**config.mk**
```make
export PLATFORM = sky130hd
export DESIGN_NAME = i2c_start_gen
export DESIGN_NICKNAME = d
export VERILOG_FILES = /design/src/rtl/i2c_start_pkg.sv /design/src/rtl/i2c_line_sync.sv /design/src/rtl/i2c_baud_cnt.sv /design/src/rtl/i2c_sticky_flag.sv /design/src/rtl/i2c_start_fsm.sv /design/src/rtl/i2c_start_gen.sv
export SDC_FILE = /design/constraint.sdc
export NUM_CORES = 1
export LEC_CHECK = 0
export BUFFER_PORTS_ARGS = -buffer_cell sky130_fd_sc_hd__buf_2
export CAP_MARGIN = 20
export CORE_MARGIN = 5
export CORE_UTILIZATION = 53
export CTS_CLUSTER_SIZE = 8
export DETAILED_ROUTE_END_ITERATION = 12
export GPL_ROUTABILITY_DRIVEN = 1
export PLACE_DENSITY_LB_ADDON = 0.2
export RECOVER_POWER = 100
export SLEW_MARGIN = 0
export SYNTH_ARGS = -nofsm -noshare
export SYNTH_HDL_FRONTEND = slang
export SYNTH_HIERARCHICAL = 1
export SYNTH_SLANG_ARGS = --single-unit
```
**constraint.sdc**
```tcl
create_clock -name clk -period 2.8 [get_ports clk]
set_input_delay 0.14 -clock clk [delete_from_list [all_inputs] [get_ports clk]]
set_output_delay 0.14 -clock clk [all_outputs]
set_load 0.01 [all_outputs]
```
**src/rtl/i2c_start_pkg.sv**
```systemverilog
package i2c_start_pkg;

   typedef enum logic [1:0] {
      ST_IDLE   = 2'd0,
      ST_FIRST  = 2'd1,
      ST_SECOND = 2'd2,
      ST_HOLD   = 2'd3
   } start_state_e;

   localparam int unsigned MIN_SYNC_STAGES = 2;
   localparam int unsigned MAX_DIV_W       = 16;

endpackage

```
**src/rtl/i2c_line_sync.sv**
```systemverilog
module i2c_line_sync #(
   parameter int unsigned STAGES  = 2,
   parameter bit          IDLE_LV = 1'b1
) (
   input  logic clk,
   input  logic rst_n,
   input  logic d,
   output logic q
);

   logic [STAGES-1:0] chain;

   genvar gi;
   generate
      for (gi = 0; gi < STAGES; gi++) begin : g_stage
         if (gi == 0) begin : g_head
            always_ff @(posedge clk or negedge rst_n) begin
               if (!rst_n) chain[gi] <= IDLE_LV;
               else        chain[gi] <= d;
            end
         end else begin : g_tail
            always_ff @(posedge clk or negedge rst_n) begin
               if (!rst_n) chain[gi] <= IDLE_LV;
               else        chain[gi] <= chain[gi-1];
            end
         end
      end
   endgenerate

   assign q = chain[STAGES-1];

endmodule

```
**src/rtl/i2c_baud_cnt.sv**
```systemverilog
module i2c_baud_cnt #(
   parameter int unsigned W = 8
) (
   input  logic         clk,
   input  logic         rst_n,
   input  logic         load,
   input  logic         run,
   input  logic [W-1:0] reload_val,
   output logic         expired
);

   localparam logic [W-1:0] ZERO = '0;
   localparam logic [W-1:0] ONE  = W'(1);

   logic [W-1:0] cnt;

   always_ff @(posedge clk or negedge rst_n) begin
      if (!rst_n)                   cnt <= ZERO;
      else if (load)                cnt <= reload_val;
      else if (run && cnt != ZERO)  cnt <= cnt - ONE;
   end

   assign expired = run && (cnt == ZERO);

endmodule

```
**src/rtl/i2c_sticky_flag.sv**
```systemverilog
module i2c_sticky_flag #(
   parameter bit CLR_WINS = 1'b0
) (
   input  logic clk,
   input  logic rst_n,
   input  logic set,
   input  logic clr,
   output logic q
);

   generate
      if (CLR_WINS) begin : g_clr_first
         always_ff @(posedge clk or negedge rst_n) begin
            if (!rst_n)   q <= 1'b0;
            else if (clr) q <= 1'b0;
            else if (set) q <= 1'b1;
         end
      end else begin : g_set_first
         always_ff @(posedge clk or negedge rst_n) begin
            if (!rst_n)   q <= 1'b0;
            else if (set) q <= 1'b1;
            else if (clr) q <= 1'b0;
         end
      end
   endgenerate

endmodule

```
**src/rtl/i2c_start_fsm.sv**
```systemverilog
module i2c_start_fsm
   import i2c_start_pkg::*;
(
   input  logic clk,
   input  logic rst_n,
   input  logic start_req,
   input  logic release_req,
   input  logic sda_sync,
   input  logic scl_sync,
   input  logic period_done,
   output logic cnt_load,
   output logic cnt_run,
   output logic busy,
   output logic sda_drive,
   output logic accept,
   output logic release_ack,
   output logic done_set,
   output logic coll_set
);

   start_state_e state_q, state_d;

   always_ff @(posedge clk or negedge rst_n) begin
      if (!rst_n) state_q <= ST_IDLE;
      else        state_q <= state_d;
   end

   always_comb begin
      state_d     = state_q;
      cnt_load    = 1'b0;
      accept      = 1'b0;
      release_ack = 1'b0;
      done_set    = 1'b0;
      coll_set    = 1'b0;
      case (state_q)
         ST_IDLE: begin
            if (start_req) begin
               if (sda_sync && scl_sync) begin
                  state_d  = ST_FIRST;
                  cnt_load = 1'b1;
                  accept   = 1'b1;
               end else begin
                  coll_set = 1'b1;
               end
            end
         end
         ST_FIRST: begin
            if (!scl_sync) begin
               coll_set = 1'b1;
               state_d  = ST_IDLE;
            end else if (period_done) begin
               if (!sda_sync) begin
                  coll_set = 1'b1;
                  state_d  = ST_IDLE;
               end else begin
                  cnt_load = 1'b1;
                  state_d  = ST_SECOND;
               end
            end
         end
         ST_SECOND: begin
            if (period_done) begin
               done_set = 1'b1;
               state_d  = ST_HOLD;
            end
         end
         ST_HOLD: begin
            if (release_req) begin
               release_ack = 1'b1;
               state_d     = ST_IDLE;
            end
         end
         default: state_d = ST_IDLE;
      endcase
   end

   assign cnt_run   = (state_q == ST_FIRST) || (state_q == ST_SECOND);
   assign busy      = cnt_run;
   assign sda_drive = (state_q == ST_SECOND) || (state_q == ST_HOLD);

endmodule

```
**src/rtl/i2c_start_gen.sv**
```systemverilog
module i2c_start_gen
   import i2c_start_pkg::*;
#(
   parameter int unsigned DIV_W         = 8,
   parameter int unsigned SYNC_STAGES   = 2,
   parameter bit          FLAG_CLR_WINS = 1'b0
) (
   input  logic             clk,
   input  logic             rst_n,
   input  logic             start_req,
   input  logic             release_req,
   input  logic [DIV_W-1:0] divisor,
   input  logic             sda_in,
   input  logic             scl_in,
   input  logic             done_clr,
   input  logic             coll_clr,
   output logic             sda_oe,
   output logic             start_en,
   output logic             start_seen,
   output logic             done_flag,
   output logic             coll_flag
);

   generate
      if (DIV_W < 2 || DIV_W > MAX_DIV_W) begin : g_bad_div_w
         $error("i2c_start_gen: DIV_W out of supported range");
      end
      if (SYNC_STAGES < MIN_SYNC_STAGES) begin : g_bad_sync
         $error("i2c_start_gen: SYNC_STAGES below minimum");
      end
   endgenerate

   logic sda_sync, scl_sync;
   logic cnt_load, cnt_run, period_done;
   logic accept, release_ack, done_set, coll_set;
   logic sda_prev, seen_q;

   i2c_line_sync #(.STAGES(SYNC_STAGES), .IDLE_LV(1'b1)) u_sync_sda (
      .clk(clk), .rst_n(rst_n), .d(sda_in), .q(sda_sync)
   );

   i2c_line_sync #(.STAGES(SYNC_STAGES), .IDLE_LV(1'b1)) u_sync_scl (
      .clk(clk), .rst_n(rst_n), .d(scl_in), .q(scl_sync)
   );

   i2c_baud_cnt #(.W(DIV_W)) u_brg (
      .clk(clk), .rst_n(rst_n), .load(cnt_load), .run(cnt_run),
      .reload_val(divisor), .expired(period_done)
   );

   i2c_start_fsm u_fsm (
      .clk(clk), .rst_n(rst_n),
      .start_req(start_req), .release_req(release_req),
      .sda_sync(sda_sync), .scl_sync(scl_sync),
      .period_done(period_done),
      .cnt_load(cnt_load), .cnt_run(cnt_run),
      .busy(start_en), .sda_drive(sda_oe),
      .accept(accept), .release_ack(release_ack),
      .done_set(done_set), .coll_set(coll_set)
   );

   i2c_sticky_flag #(.CLR_WINS(FLAG_CLR_WINS)) u_done_flag (
      .clk(clk), .rst_n(rst_n), .set(done_set), .clr(done_clr), .q(done_flag)
   );

   i2c_sticky_flag #(.CLR_WINS(FLAG_CLR_WINS)) u_coll_flag (
      .clk(clk), .rst_n(rst_n), .set(coll_set), .clr(coll_clr), .q(coll_flag)
   );

   // Bus monitor: an SDA fall while SCL is high marks a Start.
   always_ff @(posedge clk or negedge rst_n) begin
      if (!rst_n) begin
         sda_prev <= 1'b1;
         seen_q   <= 1'b0;
      end else begin
         sda_prev <= sda_sync;
         if (sda_prev && !sda_sync && scl_sync) seen_q <= 1'b1;
         else if (accept || release_ack)        seen_q <= 1'b0;
      end
   end

   assign start_seen = seen_q;

endmodule

```
==> results.py <==
metrics = {
    "pwr": {
        "cellLeakagePower_nw": 0.5677,
        "vdd_drop_max_mv": 0.5481,
        "powerDensity_mw_per_mm2": 911.6,
    },
    "timing": {
        "setup_viol": 0,
        "maxSlewViolCount": 0,
        "slew_headroom_pct": 35.16,
        "worst_pin_slew_ns": 0.9726,
        "finalClockSkew_ns": 0.001066,
        "fin_crit_sh_pct": 85.62,
        "fmax_mhz": 417.1,
        "tns_ns": 0,
        "finalCriticalPeriod_ns": 2.397,
        "grt_setup_unrepaired": "no",
        "hold_viol": 0,
    },
    "final_layout": {
        "syn_to_final_growth_pct": 15.92,
        "diodes": 0,
        "fin_nets": 155,
        "final_cells": 158,
        "nFillCells": 185,
        "drive_gt1_share_pct": 23.66,
        "stdcell_area_mm2": 0.001257,
    },
    "setup_path": {
        "path_cells": "inv_1, ha_1, nor3b_1, and3_1, a22oi_1, nor2_1, buf_4, nor2b_1, a221o_1",
        "reg2reg_from": "u_brg/cnt[1]$_DFFE_PN0P_",
        "cp_data_arrival_time_ns": 2.58,
        "crit_required_ns": 2.98,
        "crit_fanout": 18,
        "end_kind": "register",
        "critPathKind": "reg2reg",
        "reg2reg_depth": 9,
        "startpoint_type": "register",
        "r2r-end": "u_brg/cnt[5]$_DFFE_PN0P_",
        "slowest_stage": "nor3b_1",
        "reg2reg_slack_ns": 0.40,
        "max_stage_delay_ns": 0.43,
    },
    "drt": {
        "drtIter0Drc": 4,
        "ant_nets": 0,
        "wl_per_cell_um": 12.54,
        "num_vias": 828,
        "first_pass_iters": 4,
        "drt_wl_total_um": 1981,
        "viasPerCell": 5.241,
        "drc": 0,
    },
    "synthesis": {
        "ys_seq_area_share_pct": 42.10,
        "synth_edf_count": 0,
        "synthCells": 105,
        "synth-main-ff-cell": "dfrtp_1",
        "synthTopCellsByArea": "dfrtp_1 (30%), dfstp_2 (12%), ha_1 (8.1%), a21oi_1 (4.2%), inv_1 (3.5%)",
        "synth_cell_types": 39,
        "yosysMostFrequentCell": "dfrtp_1",
        "ys.warnings.count": 6,
        "synthTopCellsByCount": "dfrtp_1 (13), inv_1 (10), a21oi_1 (9)",
        "async_reset_ff_share_pct": 100.0,
        "synth_area_mm2": 0.001085,
        "yosysTopAreaCell": "dfrtp_1",
        "ys_seq_elements": 18,
        "syn_avg_cell_area_um2": 10.33,
        "syn_nets": 128,
        "synth_top_area_share_pct": 29.99,
    },
    "flow_run": {
        "timing.max_cap.violations": 0,
    },
    "clocking": {
        "clock_latency_ns": 0.28,
        "cts.clk_slew.worst_paths_ns": 0.10,
        "cts_tree": "yes",
        "clock_tree.buffer_depth": 2,
        "htree_num_levels": 1,
        "clock_sink_count": 18,
        "numCtsBuffers": 3,
        "cts.repair.resized": 0,
        "cts-root-buf": "clkbuf_4",
    },
    "worst_hold_path": {
        "hold_start": "divisor[0]",
        "hold_class": "in2reg",
        "worstHoldPathCells": 3,
        "hold_end": "u_brg/cnt[0]$_DFFE_PN0P_",
    },
    "floorplan": {
        "die_area_mm2": 0.003051,
        "pin_count": 21,
        "core-area_mm2": 0.001962,
        "die_h_um": 55.24,
        "num_rows": 16,
        "initial_utilization_pct": 55.29,
        "fp.dieW_um": 55.24,
    },
    "global_route": {
        "grt_pass1_wl_um": 3470,
        "grt_max_degree": 19,
        "grt-ovfl-total": 0,
        "grt_pass1_vias": 808,
        "track_usage_pct": 14.13,
        "antenna_found_initial": 0,
    },
    "placed_design": {
        "postPlaceCellArea_mm2": 0.001205,
        "dp_cells": 151,
        "place_congestion": 0.7865,
        "io_buffer_count": 20,
        "dp_hpwl_um": 1466,
    },
    "outcome": {
        "status": "completed",
    },
}
## sequential cells by signal, indices dropped and copies added, names as in the netlist, named ones only
signal	flops
sda_prev	1
u_coll_flag/q	1
u_sync_sda/chain	1
u_sync_scl/chain	1
u_sync_sda/q	1
start_seen	1
u_sync_scl/q	1
u_brg/cnt	8
u_done_flag/q	1
u_fsm/state_q	1
## power by group
part           internal (mW)  switching [mW]  total (mW)
sequential             0.352           0.108       0.459
clock                 0.0791          0.0786       0.158
combinational          0.258           0.272       0.529
## metrics by stage
stage | utilization (%) | hold WS (ns) | power (mW) | setup slack, ns
CTS | 64.80 | 0.03947 | 1.173 | 0.4240
global placement | 61.42 | 0.08318 | 0.9815 | 0.5006
global route | 64.09 | 0.05848 | 1.249 | 0.1660
detailed placement | 61.42 | 0.1004 | 1.005 | 0.4464
finish | 64.09 | 0.05059 | 1.146 | 0.4026
floorplan | - | -0.1556 | 0.8800 | 0.6253
## area by class of cell
cell class / instances / area, µm² / area share [%]
clock buffers: 4 / 36.28 / 2.886
inverters: 10 / 37.54 / 2.985
multi-input cells: 74 / 555.5 / 44.18
flip-flops and latches: 18 / 456.7 / 36.32
well taps: 27 / 33.78 / 2.687
repair buffers: 25 / 137.6 / 10.95
## worst max-delay path: cells and delay by family (launching register included)
kind	cells	cell delay (ns)
simple gates	4	0.89
flops	1	0.42
compound gates	2	0.40
buf+inv	2	0.31
fa+ha+maj	1	0.29
## layout by cell type, fill, tap and decap left out, types with 3 or more instances in the layout
cell           synthesis  layout
nor3_1                 3       3
clkbuf_1               0       6
nand2_1                7       7
a21oi_1                9       9
clkbuf_4               0       3
dfstp_2                5       4
o21ai_0                4       4
buf_2                  0      14
inv_1                 10      10
dfrtp_1               13      13
ha_1                   7       7
nor2_1                 4       4
nand3_1                3       3
dlygate4sd3_1          0       3
a21o_1                 4       4
nor2b_1                3       3
## routing by layer
metal | up-vias | global-route usage (%) | share of wire (%)
li1 | 424 | - | -
met1 | 387 | 16.03 | 44
met2 | 15 | 25.51 | 51
met3 | 2 | 2.797 | 4.0
met4 | 0 | 5.903 | 0.96
met5 | - | 0 | 0
## logic make-up (layout without fill, tap and decap cells)
group	count (synthesis)	after routing	share of synthesized area (%)
AOI/OAI and AO/OA	29	29	20.65
buffers and inverters	13	39	6.113
xor gates and xnor gates	2	2	1.615
muxes	2	2	1.846
adders and majority gates	7	7	8.073
DFF	18	18	42.10
and+or+nand+nor	34	34	19.61
## worst max path at each step
stage / start / endpoint / cells past startpoint
floorplan: u_fsm/state_q[0]$_DFFE_PN0P_ / u_brg/cnt[5]$_DFFE_PN0P_ / 7
global placement: u_brg/cnt[1]$_DFFE_PN0P_ / u_brg/cnt[5]$_DFFE_PN0P_ / 9
detailed placement: u_brg/cnt[1]$_DFFE_PN0P_ / u_brg/cnt[5]$_DFFE_PN0P_ / 9
CTS: u_brg/cnt[1]$_DFFE_PN0P_ / u_brg/cnt[5]$_DFFE_PN0P_ / 9
global route: u_brg/cnt[1]$_DFFE_PN0P_ / u_brg/cnt[5]$_DFFE_PN0P_ / 9
finish: u_brg/cnt[1]$_DFFE_PN0P_ / u_brg/cnt[5]$_DFFE_PN0P_ / 9
## repair_timing
item,4_1_cts,5_1_grt
hold endpoints to repair,15,0
setup buffers,0,0
hold buffers,3,0
(Power assumes the default switching activity.)
